==> config.mk <==
export PLATFORM = sky130hd
export DESIGN_NAME = pwmj_carrier
export DESIGN_NICKNAME = d
export VERILOG_FILES = /design/src/rtl/pwmj_pkg.sv /design/src/rtl/pwmj_rst_sync.sv /design/src/rtl/pwmj_lfsr.sv /design/src/rtl/pwmj_len_calc.sv /design/src/rtl/pwmj_phase_cnt.sv /design/src/rtl/pwmj_carrier.sv
export SDC_FILE = /design/constraint.sdc
export NUM_CORES = 1
export LEC_CHECK = 0
export ABC_AREA = 1
export ABC_CLOCK_PERIOD_IN_PS = 1400
export BUFFER_PORTS_ARGS = -buffer_cell sky130_fd_sc_hd__buf_2
export CORE_MARGIN = 2
export CORE_UTILIZATION = 46
export DETAILED_ROUTE_END_ITERATION = 6
export SLEW_MARGIN = 30
export SYNTH_ARGS = -nofsm -noshare
export SYNTH_HDL_FRONTEND = slang
export SYNTH_SLANG_ARGS = --single-unit
export TNS_END_PERCENT = 20
==> constraint.sdc <==
create_clock -name clk -period 1.4 [get_ports clk]
set_clock_uncertainty 0.1 [all_clocks]
set_input_delay 0.14 -clock clk [delete_from_list [all_inputs] [get_ports clk]]
set_output_delay 0.14 -clock clk [all_outputs]
set_load 0.02 [all_outputs]
==> src/rtl/pwmj_pkg.sv <==
package pwmj_pkg;

  localparam int unsigned LFSR_W = 7;

  typedef logic [LFSR_W-1:0] lfsr_t;

  // x^7 + x^6 + 1, shift toward the MSB
  function automatic lfsr_t lfsr_step(input lfsr_t v);
    return {v[LFSR_W-2:0], v[LFSR_W-1] ^ v[LFSR_W-2]};
  endfunction

endpackage

==> src/rtl/pwmj_rst_sync.sv <==
module pwmj_rst_sync #(
  parameter int unsigned STAGES = 2
) (
  input  logic clk,
  input  logic rst_n,
  output logic rst_n_sync
);

  logic [STAGES-1:0] chain_q;
  logic [STAGES-1:0] chain_d;

  always_comb begin
    chain_d = {chain_q[STAGES-2:0], 1'b1};
  end

  always_ff @(posedge clk or negedge rst_n) begin
    if (!rst_n) begin
      chain_q <= '0;
    end else begin
      chain_q <= chain_d;
    end
  end

  assign rst_n_sync = chain_q[STAGES-1];

endmodule

==> src/rtl/pwmj_lfsr.sv <==
module pwmj_lfsr
  import pwmj_pkg::*;
#(
  parameter lfsr_t SEED = 7'h5A
) (
  input  logic  clk,
  input  logic  rst_n,
  input  logic  adv,
  output lfsr_t state
);

  lfsr_t state_q;
  lfsr_t state_d;

  always_comb begin
    state_d = state_q;
    if (adv) begin
      state_d = lfsr_step(state_q);
    end
  end

  always_ff @(posedge clk or negedge rst_n) begin
    if (!rst_n) begin
      state_q <= SEED;
    end else begin
      state_q <= state_d;
    end
  end

  assign state = state_q;

  // the sequence never locks up at zero
  p_lfsr_nonzero_r6: assert property (@(posedge clk) disable iff (!rst_n)
    state_q != '0);

  // without a boundary the sequence holds
  p_lfsr_hold_r6: assert property (@(posedge clk) disable iff (!rst_n)
    !adv |=> $stable(state_q));

endmodule

==> src/rtl/pwmj_len_calc.sv <==
module pwmj_len_calc
  import pwmj_pkg::*;
#(
  parameter int unsigned NOM_PERIOD = 5482,
  parameter int unsigned JIT_MAX    = 32,
  parameter int unsigned LEN_W      = 13
) (
  input  logic             rate_fast,
  input  logic             jit_on,
  input  lfsr_t            rnd,
  output logic [LEN_W-1:0] len
);

  localparam int unsigned HALF = NOM_PERIOD / 2;
  localparam int unsigned SPAN = 2 * JIT_MAX + 1;

  logic [LEN_W-1:0]  base;
  logic [LFSR_W-1:0] rem;

  always_comb begin
    base = rate_fast ? LEN_W'(HALF) : LEN_W'(NOM_PERIOD);
    rem  = rnd % LFSR_W'(SPAN);
    if (jit_on) begin
      len = base + LEN_W'(rem) - LEN_W'(JIT_MAX);
    end else begin
      len = base;
    end
  end

endmodule

==> src/rtl/pwmj_phase_cnt.sv <==
module pwmj_phase_cnt #(
  parameter int unsigned NOM_PERIOD = 5482,
  parameter int unsigned LEN_W      = 13
) (
  input  logic             clk,
  input  logic             rst_n,
  input  logic [LEN_W-1:0] len_next,
  output logic [LEN_W-1:0] phase,
  output logic [LEN_W-1:0] len_cur,
  output logic             wrap,
  output logic             period_start
);

  logic [LEN_W-1:0] phase_q, phase_d;
  logic [LEN_W-1:0] len_q, len_d;
  logic             strobe_q, strobe_d;
  logic             at_end;

  always_comb begin
    at_end   = (phase_q == len_q - LEN_W'(1));
    phase_d  = phase_q + LEN_W'(1);
    len_d    = len_q;
    strobe_d = 1'b0;
    if (at_end) begin
      phase_d  = '0;
      len_d    = len_next;
      strobe_d = 1'b1;
    end
  end

  always_ff @(posedge clk or negedge rst_n) begin
    if (!rst_n) begin
      phase_q  <= '0;
      len_q    <= LEN_W'(NOM_PERIOD);
      strobe_q <= 1'b0;
    end else begin
      phase_q  <= phase_d;
      len_q    <= len_d;
      strobe_q <= strobe_d;
    end
  end

  assign phase        = phase_q;
  assign len_cur      = len_q;
  assign wrap         = at_end;
  assign period_start = strobe_q;

  // the strobe only accompanies phase zero
  p_strobe_at_zero_r3: assert property (@(posedge clk) disable iff (!rst_n)
    strobe_q |-> (phase_q == '0));

  // nonzero phase is the previous one plus one
  p_phase_step_r2: assert property (@(posedge clk) disable iff (!rst_n)
    (phase_q != '0) |-> (phase_q == $past(phase_q) + LEN_W'(1)));

  // phase stays inside the running period
  p_phase_in_period_r2: assert property (@(posedge clk) disable iff (!rst_n)
    phase_q < len_q);

  // the period length changes only at a period start
  p_len_at_start_r7: assert property (@(posedge clk) disable iff (!rst_n)
    !$stable(len_q) |-> strobe_q);

endmodule

==> src/rtl/pwmj_carrier.sv <==
module pwmj_carrier
  import pwmj_pkg::*;
#(
  parameter int unsigned NOM_PERIOD = 5482,
  parameter int unsigned JIT_MAX    = 32,
  parameter lfsr_t       LFSR_SEED  = 7'h5A,
  localparam int unsigned LEN_W     = $clog2(NOM_PERIOD + JIT_MAX + 1)
) (
  input  logic             clk,
  input  logic             rst_n,
  input  logic             rate_sel,
  input  logic             jit_en,
  output logic             period_start,
  output logic [LEN_W-1:0] phase
);

  logic             rst_n_s;
  logic             wrap;
  lfsr_t            rnd;
  logic [LEN_W-1:0] len_next;
  logic [LEN_W-1:0] len_cur;

  pwmj_rst_sync #(
    .STAGES(2)
  ) u_rst_sync (
    .clk       (clk),
    .rst_n     (rst_n),
    .rst_n_sync(rst_n_s)
  );

  pwmj_lfsr #(
    .SEED(LFSR_SEED)
  ) u_lfsr (
    .clk  (clk),
    .rst_n(rst_n_s),
    .adv  (wrap),
    .state(rnd)
  );

  pwmj_len_calc #(
    .NOM_PERIOD(NOM_PERIOD),
    .JIT_MAX   (JIT_MAX),
    .LEN_W     (LEN_W)
  ) u_len_calc (
    .rate_fast(rate_sel),
    .jit_on   (jit_en),
    .rnd      (rnd),
    .len      (len_next)
  );

  pwmj_phase_cnt #(
    .NOM_PERIOD(NOM_PERIOD),
    .LEN_W     (LEN_W)
  ) u_phase_cnt (
    .clk         (clk),
    .rst_n       (rst_n_s),
    .len_next    (len_next),
    .phase       (phase),
    .len_cur     (len_cur),
    .wrap        (wrap),
    .period_start(period_start)
  );

  // fixed nominal period
  p_fixed_full_r4: assert property (@(posedge clk) disable iff (!rst_n_s)
    (wrap && !jit_en && !rate_sel) |=> (len_cur == LEN_W'(NOM_PERIOD)));

  // fixed doubled rate
  p_fixed_half_r4: assert property (@(posedge clk) disable iff (!rst_n_s)
    (wrap && !jit_en && rate_sel) |=> (len_cur == LEN_W'(NOM_PERIOD / 2)));

  // jittered length stays within the bound
  p_jit_bounds_r5: assert property (@(posedge clk) disable iff (!rst_n_s)
    (wrap && jit_en && !rate_sel) |=>
      ((len_cur >= LEN_W'(NOM_PERIOD - JIT_MAX)) &&
       (len_cur <= LEN_W'(NOM_PERIOD + JIT_MAX))));

endmodule

==> results of run 1 <==
cell families (layout without fill, tap and decap cells):
group | Yosys count | after routing | synth area share, %
flip-flops | 34 | 34 | 31.2
AO/OA/AOI/OAI | 32 | 32 | 6.82
other | 1 | 1 | 0.135
buffers and inverters | 66 | 167 | 9.62
XOR/XNOR | 21 | 21 | 6.91
AND/OR/NAND/NOR | 224 | 224 | 38.8
adder cells (fa/ha/maj) | 14 | 14 | 6.59
worst max path at each step:
stage / cells past startpoint / end / slack [ns]
floorplan: 18 / u_phase_cnt.len_cur[8]$_DFFE_PN1P_ / -1.06
global placement: 17 / u_phase_cnt.len_cur[7]$_DFFE_PN0P_ / -1.20
detailed placement: 17 / u_phase_cnt.len_cur[7]$_DFFE_PN0P_ / -1.26
CTS: 18 / u_phase_cnt.len_cur[8]$_DFFE_PN1P_ / -1.22
global route: 19 / u_phase_cnt.len_cur[8]$_DFFE_PN1P_ / -1.44
finish: 19 / u_phase_cnt.len_cur[8]$_DFFE_PN1P_ / -1.27
power groups by stage:
| stage | logic, mW | registers, mW | clock network [mW] |
|---|---|---|---|
| 6_report | 0.119 | 0.988 | 0.751 |
| 5_1_grt | 0.133 | 0.988 | 0.812 |
| 4_1_cts | 0.113 | 0.988 | 0.775 |
| 3_5_place_dp | 0.0992 | 1.01 | 0 |
| 3_3_place_gp | 0.0983 | 1.01 | 0 |
| 2_1_floorplan | 0.0384 | 1.02 | 0 |
per-layer routing:
| layer | routed length, um | vias up | track usage (%) |
|---|---|---|---|
| met3 | 87 | 5 | 2.97 |
| met5 | 0 | - | 0 |
| li1 | - | 1417 | - |
| met4 | 67 | 0 | 5.50 |
| met2 | 3300 | 18 | 37.8 |
| met1 | 3220 | 1231 | 29.8 |
synth_stat cells (all sizes together) (3+ instances only):
cell type | number | area, um^2
xnor2 | 5 | 51.3
ha | 13 | 163
a21oi | 10 | 50.1
inv | 63 | 236
nand3 | 39 | 235
nor2 | 51 | 268
nand2 | 121 | 482
nor3 | 6 | 30.0
dfstp | 10 | 263
nand4 | 4 | 40.0
o21ai | 20 | 123
dfrtp | 24 | 601
xor2 | 16 | 140
buf | 3 | 30.0
cells in the final DEF (no fill, tap or decap), types with 5 or more instances in the layout:
cell | synthesis | layout
nor2_2 | 6 | 6
nand3_2 | 8 | 11
xor2_1 | 16 | 15
nor3_1 | 6 | 5
nor2_4 | 6 | 8
buf_2 | 0 | 17
o21ai_1 | 7 | 8
dfrtp_1 | 24 | 24
a21oi_1 | 10 | 8
nor2_1 | 38 | 36
o21ai_2 | 6 | 8
dfstp_2 | 10 | 10
nand2_2 | 8 | 15
nand2_1 | 112 | 105
buf_4 | 1 | 72
inv_1 | 61 | 59
nand3_1 | 31 | 26
clkbuf_8 | 0 | 6
ha_1 | 13 | 8
registers in the layout (all words and copies together) (netlist names):
register,count
u_lfsr.state,7
u_phase_cnt.len_cur,11
u_phase_cnt.period_start,1
u_phase_cnt.phase,13
u_rst_sync.chain_q,2
stage by stage:
step | TNS, ns | area [um^2]
detailed placement | -29.28 | 3560
CTS | -27.63 | 3730
global placement | -27.41 | 3560
floorplan | -20.84 | 2820
finish | -27.33 | 3810
global route | -32.42 | 3810
timing repair:
item                       CTS  global route
hold buffers                 1             0
buffers inserted             2             2
gates resized for setup     13            14
hold endpoints to repair     2             0
setup endpoints to repair   32            32
pin swaps                    7            13
cell type report:
type	count	share of cell area, %
Tap cell	75	2.46
Clock buffer	7	2.26
Sequential cell	34	22.6
Timing Repair Buffer	96	19.1
Inverter	63	6.20
Clock inverter	1	0.131
Multi-Input combinational cell	292	47.2
==> summary.md, run 1 <==
| Metric | Value |
|---|---|
| Placed insts | roughly 560 |
| Net Count, Synth | 410 |
| Master cell of the clock root buffer | clkbuf_8 |
| Number of global-route vias before repair | around 2600 |
| List of cells traversed by the critical path | inv_2, ha_4, nand2_2, inv_2, nand3_4, nand3_4, xor2_2, ha_2, fa_2, nand3_2, nand2_2, nand2_2, nand2_2, nand3_2, nand2_2, nand2_2, inv_1, nand3_2, nand3_2 |
| Part of the Yosys area used for sequential elements | a little under a third |
| Global-route usage over all layers | between 20 and 25% |
| Max-slew violation count | 0 |
| Core footprint | around 0.006 mm^2 |
| Core Util, Final | around two thirds |
| Number of top-level pins | 18 |
| Setup ws final | -1.27 ns |
| Clock tree buffer depth | 2 |
| Post-DP HPWL | around 5300 um |
| Crit path max fanout | 6 |
| Fill count | roughly 550 |
| Relative contribution of the clock network to total power | 40.4% |
| Number of vias per cell after detailed routing | 4.70 |
| Slowest Stage Delay on Critical Path | roughly 0.56 ns |
| Share of synthesized flip-flops with an asynchronous set or reset | 100% |
| Max stage delay cell, worst path | dfstp_2 |
| Total wirelength of the detailed-routed design | 6670 um |
| Power per cell area | a little under 500 mW/mm^2 |
| Number of H-tree levels | 2 |
| Total leakage power | 2.01 nW |
| Count of yosys warnings during synthesis | 0 |
| Register-to-Register Path Depth | 19 |
| Start point of the critical path | u_lfsr.state[1]$_DFFE_PN1P_ |
| CP Buf/Inv Count | 3 |
| Time the final worst path needs with I/O delays and setup | around 2.7 ns |
| Chip width | 81.6 um |
| Routed wire length per instance | around 12 um |
| Unrepaired setup endpoints after global routing | yes |
| Max capacitance violation total | 0 |
| Worst voltage drop across the vdd grid | about 0.41 mV |
| Number of DRC markers in iteration 0 | 129 |
| Fmax | ~370 MHz |
| Share of final-layout standard cells stronger than drive strength 1 | 36.9% |
| Number of standard-cell rows in the floorplan | 28 |
| Die Ht | 81.6 um |
| Pwr Total | around 1.9 mW |
| Area occupied by multi-input gates | ~0.0018 mm^2 |
| CTS tree | done |
| Number of CTS-inserted buffers | 5 |
| Switching power | 0.423 mW |
| Clk Latency, worst-skew pair | between 0.2 and 0.3 ns |
| Share of power burned in registers | between 50% and 60% |
| Worst hold path type | primary input to asynchronous set/reset pin |
| Failing checks | negative setup slack |
| Sort of element at the start of the critical path | flop |
| Top delay family on crit path | simple AND/OR/NAND/NOR gates |
| Final Net Count | 510 |
| Origin of the critical flop-to-flop path | u_lfsr.state[1]$_DFFE_PN1P_ |
| Number of antenna violations at the first check in global routing | 0 |
| Total of endpoints with negative setup slack in the final report | 32 |
| Final GP Congestion | 0.839 |
| Initial standard-cell utilization of the core | a little under half |
| Post-Syn Area | approximately 0.0028 mm^2 |
| Synth Flop Type | dfrtp_1 |
| Growth of design area from synthesis to finish | 37.6% |
| Worst Hold Slack | 0.0657 ns |
| Endpoint required time on the critical path | approximately 1.5 ns |
| Buffers on Ports | 17 |
| Data arrival at the endpoint of the critical path | between 2 and 3 ns |
| DRC violation count after routing | 0 |
| Post-synth EDFFs | 0 |
| Count of final hold-check violations | 0 |
| Number of diodes | 0 |
| Sequential cell area | 863 um^2 |
| Register bit total from synthesis | 34 |
| Remaining Overflow, GRT | 0 |
| Cell type with the highest occurrence count on the critical path | nand2_2 |
| Internal power component | ~1.4 mW |
| Endpoint of the lowest-slack register-to-register path | u_phase_cnt.len_cur[8]$_DFFE_PN1P_ |
| Gate Count Post-Synth | around 400 |
| Outcome | finished, violations left |
| Largest net degree at the start of global routing | 33 |
| Number of detailed-routing iterations run before antenna repair | 4 |
| Minimum setup slack among reg-to-reg paths | -1.27 ns |
| Routed Antenna Nets | 0 |
| Via count | between 2000 and 3000 |
| Endpoint type of the worst setup path | flop |
| Share of the clock period used by the worst path after layout | 191% |
| Clock transition at the register clock pins on the worst setup and hold paths after CTS | 0.07 ns |
| First-pass GRT wire length | roughly 11000 um |
| Switching part of the total power | a little under a quarter |
| Comb power frac | 6.4% |
| Placement Setup Slack | -1.26 ns |
| Count of clock tree sinks | 34 |
| WS Path Type | flop to flop |
| Post-synthesis area per instance | ~7.1 um^2 |
| Number of library cell types mapped by synthesis | 33 |
| Die Area | roughly 0.0067 mm^2 |
| Post-route insts no fill | 568 |
Note: power is estimated with default switching activity, not from simulation.
==> inputs of run 2 (changes only) <==
--- a/config.mk
+++ b/config.mk
@@ -11,6 +11,7 @@
 export CORE_MARGIN = 2
 export CORE_UTILIZATION = 46
 export DETAILED_ROUTE_END_ITERATION = 6
+export SKIP_CTS_REPAIR_TIMING = 1
 export SLEW_MARGIN = 30
 export SYNTH_ARGS = -nofsm -noshare
 export SYNTH_HDL_FRONTEND = slang
==> run 2 against run 1 <==
  * First-iteration DRC count decreased by 7.0%
  * The flow still finishes with violations (negative setup slack)
  * Largest cell class unchanged
  * Largest power group unchanged
  * Non-clock buffer count is 3 lower
  * Final area hardly changed
  * Combinational power is 7% lower
  * Register-to-register slack about the same
  * Sequential share of layout area about the same
  * Critical path depth unchanged
  * Worst hold slack worse by 0.00053 ns
  * Critical path type unchanged
  * Clock power barely moved
  * Via count is 0.56% lower
==> summary.md, run 2 (synthesized netlist as in run 1, its figures left out) <==
| Metric | Value |
|---|---|
| First-pass GRT wire length | 11300 um (-1.1%) |
| Total of endpoints with negative setup slack in the final report | 32 (unchanged) |
| Outcome | finished, violations left |
| Routed Antenna Nets | 0 (unchanged) |
| Final GP Congestion | 0.839 (unchanged) |
| Count of final hold-check violations | 0 (unchanged) |
| Power per cell area | 486 mW/mm^2 (-0.23%) |
| Count of clock tree sinks | 34 (unchanged) |
| Sequential cell area | 863 um^2 (unchanged) |
| CTS tree | done |
| WS Path Type | flop to flop |
| Initial standard-cell utilization of the core | 47.1% (unchanged) |
| Post-DP HPWL | 5280 um (unchanged) |
| Remaining Overflow, GRT | 0 (unchanged) |
| Origin of the critical flop-to-flop path | u_lfsr.state[1]$_DFFE_PN1P_ |
| Most frequent cells in the layout | nand2_1 (101), buf_4 (70), inv_1 (58), nor2_1 (37), nand3_1 (25) |
| Total wirelength of the detailed-routed design | 6680 um (about the same) |
| Number of global-route vias before repair | 2553 (-1.7%) |
| Master cell of the clock root buffer | clkbuf_8 |
| Time the final worst path needs with I/O delays and setup | 2.66 ns (-0.0136 ns) |
| Pwr Total | 1.85 mW (-0.30%) |
| Number of CTS-inserted buffers | 5 (unchanged) |
| Most common cell after layout, fill and taps aside | nand2_1 |
| Routed wire length per instance | 11.8 um (+0.58%) |
| Core Util, Final | 64.7% (about the same) |
| Setup_tns | -24.78 ns (+2.55 ns) |
| Cell type with the highest occurrence count on the critical path | nand2_2 |
| Buffers on Ports | 17 (unchanged) |
| Sort of element at the start of the critical path | flop |
| Global-route usage over all layers | 21.9% (-0.23 points) |
| Setup ws final | -1.26 ns (+0.0136 ns) |
| Max capacitance violation total | 0 (unchanged) |
| Data arrival at the endpoint of the critical path | 2.78 ns (-0.02 ns) |
| Largest net degree at the start of global routing | 33 (unchanged) |
| Number of DRC markers in iteration 0 | 120 (-7.0%) |
| Fill count | 541 (-0.73%) |
| Worst voltage drop across the vdd grid | 0.412 mV (about the same) |
| List of cells traversed by the critical path | inv_2, ha_4, nand2_2, inv_2, nand3_4, nand3_4, xor2_2, ha_2, fa_2, nand3_2, nand2_2, nand2_2, nand2_2, nand3_2, nand2_2, nand2_2, inv_1, nand3_2, nand3_2 |
| Number of detailed-routing iterations run before antenna repair | 4 (unchanged) |
| Via count | 2656 (-0.56%) |
| Share of the clock period used by the worst path after layout | 190% (-0.97 points) |
| Number of vias per cell after detailed routing | 4.70 (about the same) |
| Core footprint | 0.00589 mm^2 (unchanged) |
| Area occupied by multi-input gates | 0.00182 mm^2 (+1.3%) |
| Total leakage power | 1.99 nW (-1.0%) |
| Slowest Stage Delay on Critical Path | 0.56 ns (about the same) |
| Worst hold path type | primary input to asynchronous set/reset pin |
| Largest register FFs | 13 (unchanged) |
| Number of diodes | 0 (unchanged) |
| DRC violation count after routing | 0 (unchanged) |
| Share of final-layout standard cells stronger than drive strength 1 | 37.6% (+0.63 points) |
| Clk Latency, worst-skew pair | 0.29 ns (about the same) |
| Worst Hold Slack | 0.0652 ns (-0.000525 ns) |
| Endpoint type of the worst setup path | flop |
| Endpoint of the lowest-slack register-to-register path | u_phase_cnt.len_cur[8]$_DFFE_PN1P_ |
| Max stage delay cell, worst path | dfstp_2 |
| Number of antenna violations at the first check in global routing | 0 (unchanged) |
| Growth of design area from synthesis to finish | 37.5% (about the same) |
| Fmax | 376 MHz (+0.51%) |
| Clock tree buffer depth | 2 (unchanged) |
| Chip width | 81.6 um (unchanged) |
| Unrepaired setup endpoints after global routing | yes |
| Die Ht | 81.6 um (unchanged) |
| Register-to-Register Path Depth | 19 (unchanged) |
| Endpoint required time on the critical path | 1.52 ns (about the same) |
| Placement Setup Slack | -1.26 ns (unchanged) |
| Clock transition at the register clock pins on the worst setup and hold paths after CTS | 0.07 ns (about the same) |
| Die Area | 0.00666 mm^2 (unchanged) |
| Number of top-level pins | 18 (unchanged) |
| Max-slew violation count | 0 (unchanged) |
| Failing checks | negative setup slack |
| Final Net Count | 507 (-0.59%) |
| Number of H-tree levels | 2 (unchanged) |
| Crit path max fanout | 6 (unchanged) |
| Number of standard-cell rows in the floorplan | 28 (unchanged) |
| Minimum setup slack among reg-to-reg paths | -1.26 ns (about the same) |
## run 2: layout make-up
class | instances | share of cell area (%)
inverter | 63 | 6.21
multi-input combinational | 292 | 47.8
sequential | 34 | 22.7
clock inverter | 1 | 0.131
timing repair buffer | 93 | 18.5
clock buffer | 7 | 2.27
tap | 75 | 2.46
## run 2: critical path: cells and delay by family (launching register included)
family,cells,cell delay [ns]
xor gates and xnor gates,1,0.20
and+or+nand+nor,12,0.87
buffers and inverters,3,0.14
DFF,1,0.56
adders and majority gates,3,0.72
## run 2: through the flow
| stage | cell area (um^2) | instances |
|---|---|---|
| after detailed placement | 3560 | 555 |
| final | 3810 | 565 |
| after global routing | 3810 | 565 |
| after global placement | 3560 | 555 |
| after CTS | 3650 | 563 |
| after floorplan | 2820 | 392 |
## run 2: layer usage
layer | GRT usage, % | part of all wire (%) | vias up
li1 | - | - | 1413
met1 | 29.6 | 48 | 1218
met2 | 37.3 | 50 | 20
met3 | 2.97 | 1.4 | 5
met4 | 5.50 | 0.99 | 0
met5 | 0 | 0 | -
## run 2: power by group
group	internal (mW)	switching (mW)
registers	0.986	0.00155
logic	0.0461	0.0653
clock network	0.397	0.356
## run 2: how the worst max path moves through the flow
stage | cells after the start | endpoint | from | slack [ns]
after floorplan | 18 | u_phase_cnt.len_cur[8]$_DFFE_PN1P_ | u_lfsr.state[1]$_DFFE_PN1P_ | -1.06
after global placement | 17 | u_phase_cnt.len_cur[7]$_DFFE_PN0P_ | u_lfsr.state[6]$_DFFE_PN1P_ | -1.20
after detailed placement | 17 | u_phase_cnt.len_cur[7]$_DFFE_PN0P_ | u_lfsr.state[6]$_DFFE_PN1P_ | -1.26
after CTS | 17 | u_phase_cnt.len_cur[7]$_DFFE_PN0P_ | u_lfsr.state[6]$_DFFE_PN1P_ | -1.27
after global routing | 19 | u_phase_cnt.len_cur[8]$_DFFE_PN1P_ | u_lfsr.state[1]$_DFFE_PN1P_ | -1.43
final | 19 | u_phase_cnt.len_cur[8]$_DFFE_PN1P_ | u_lfsr.state[1]$_DFFE_PN1P_ | -1.26
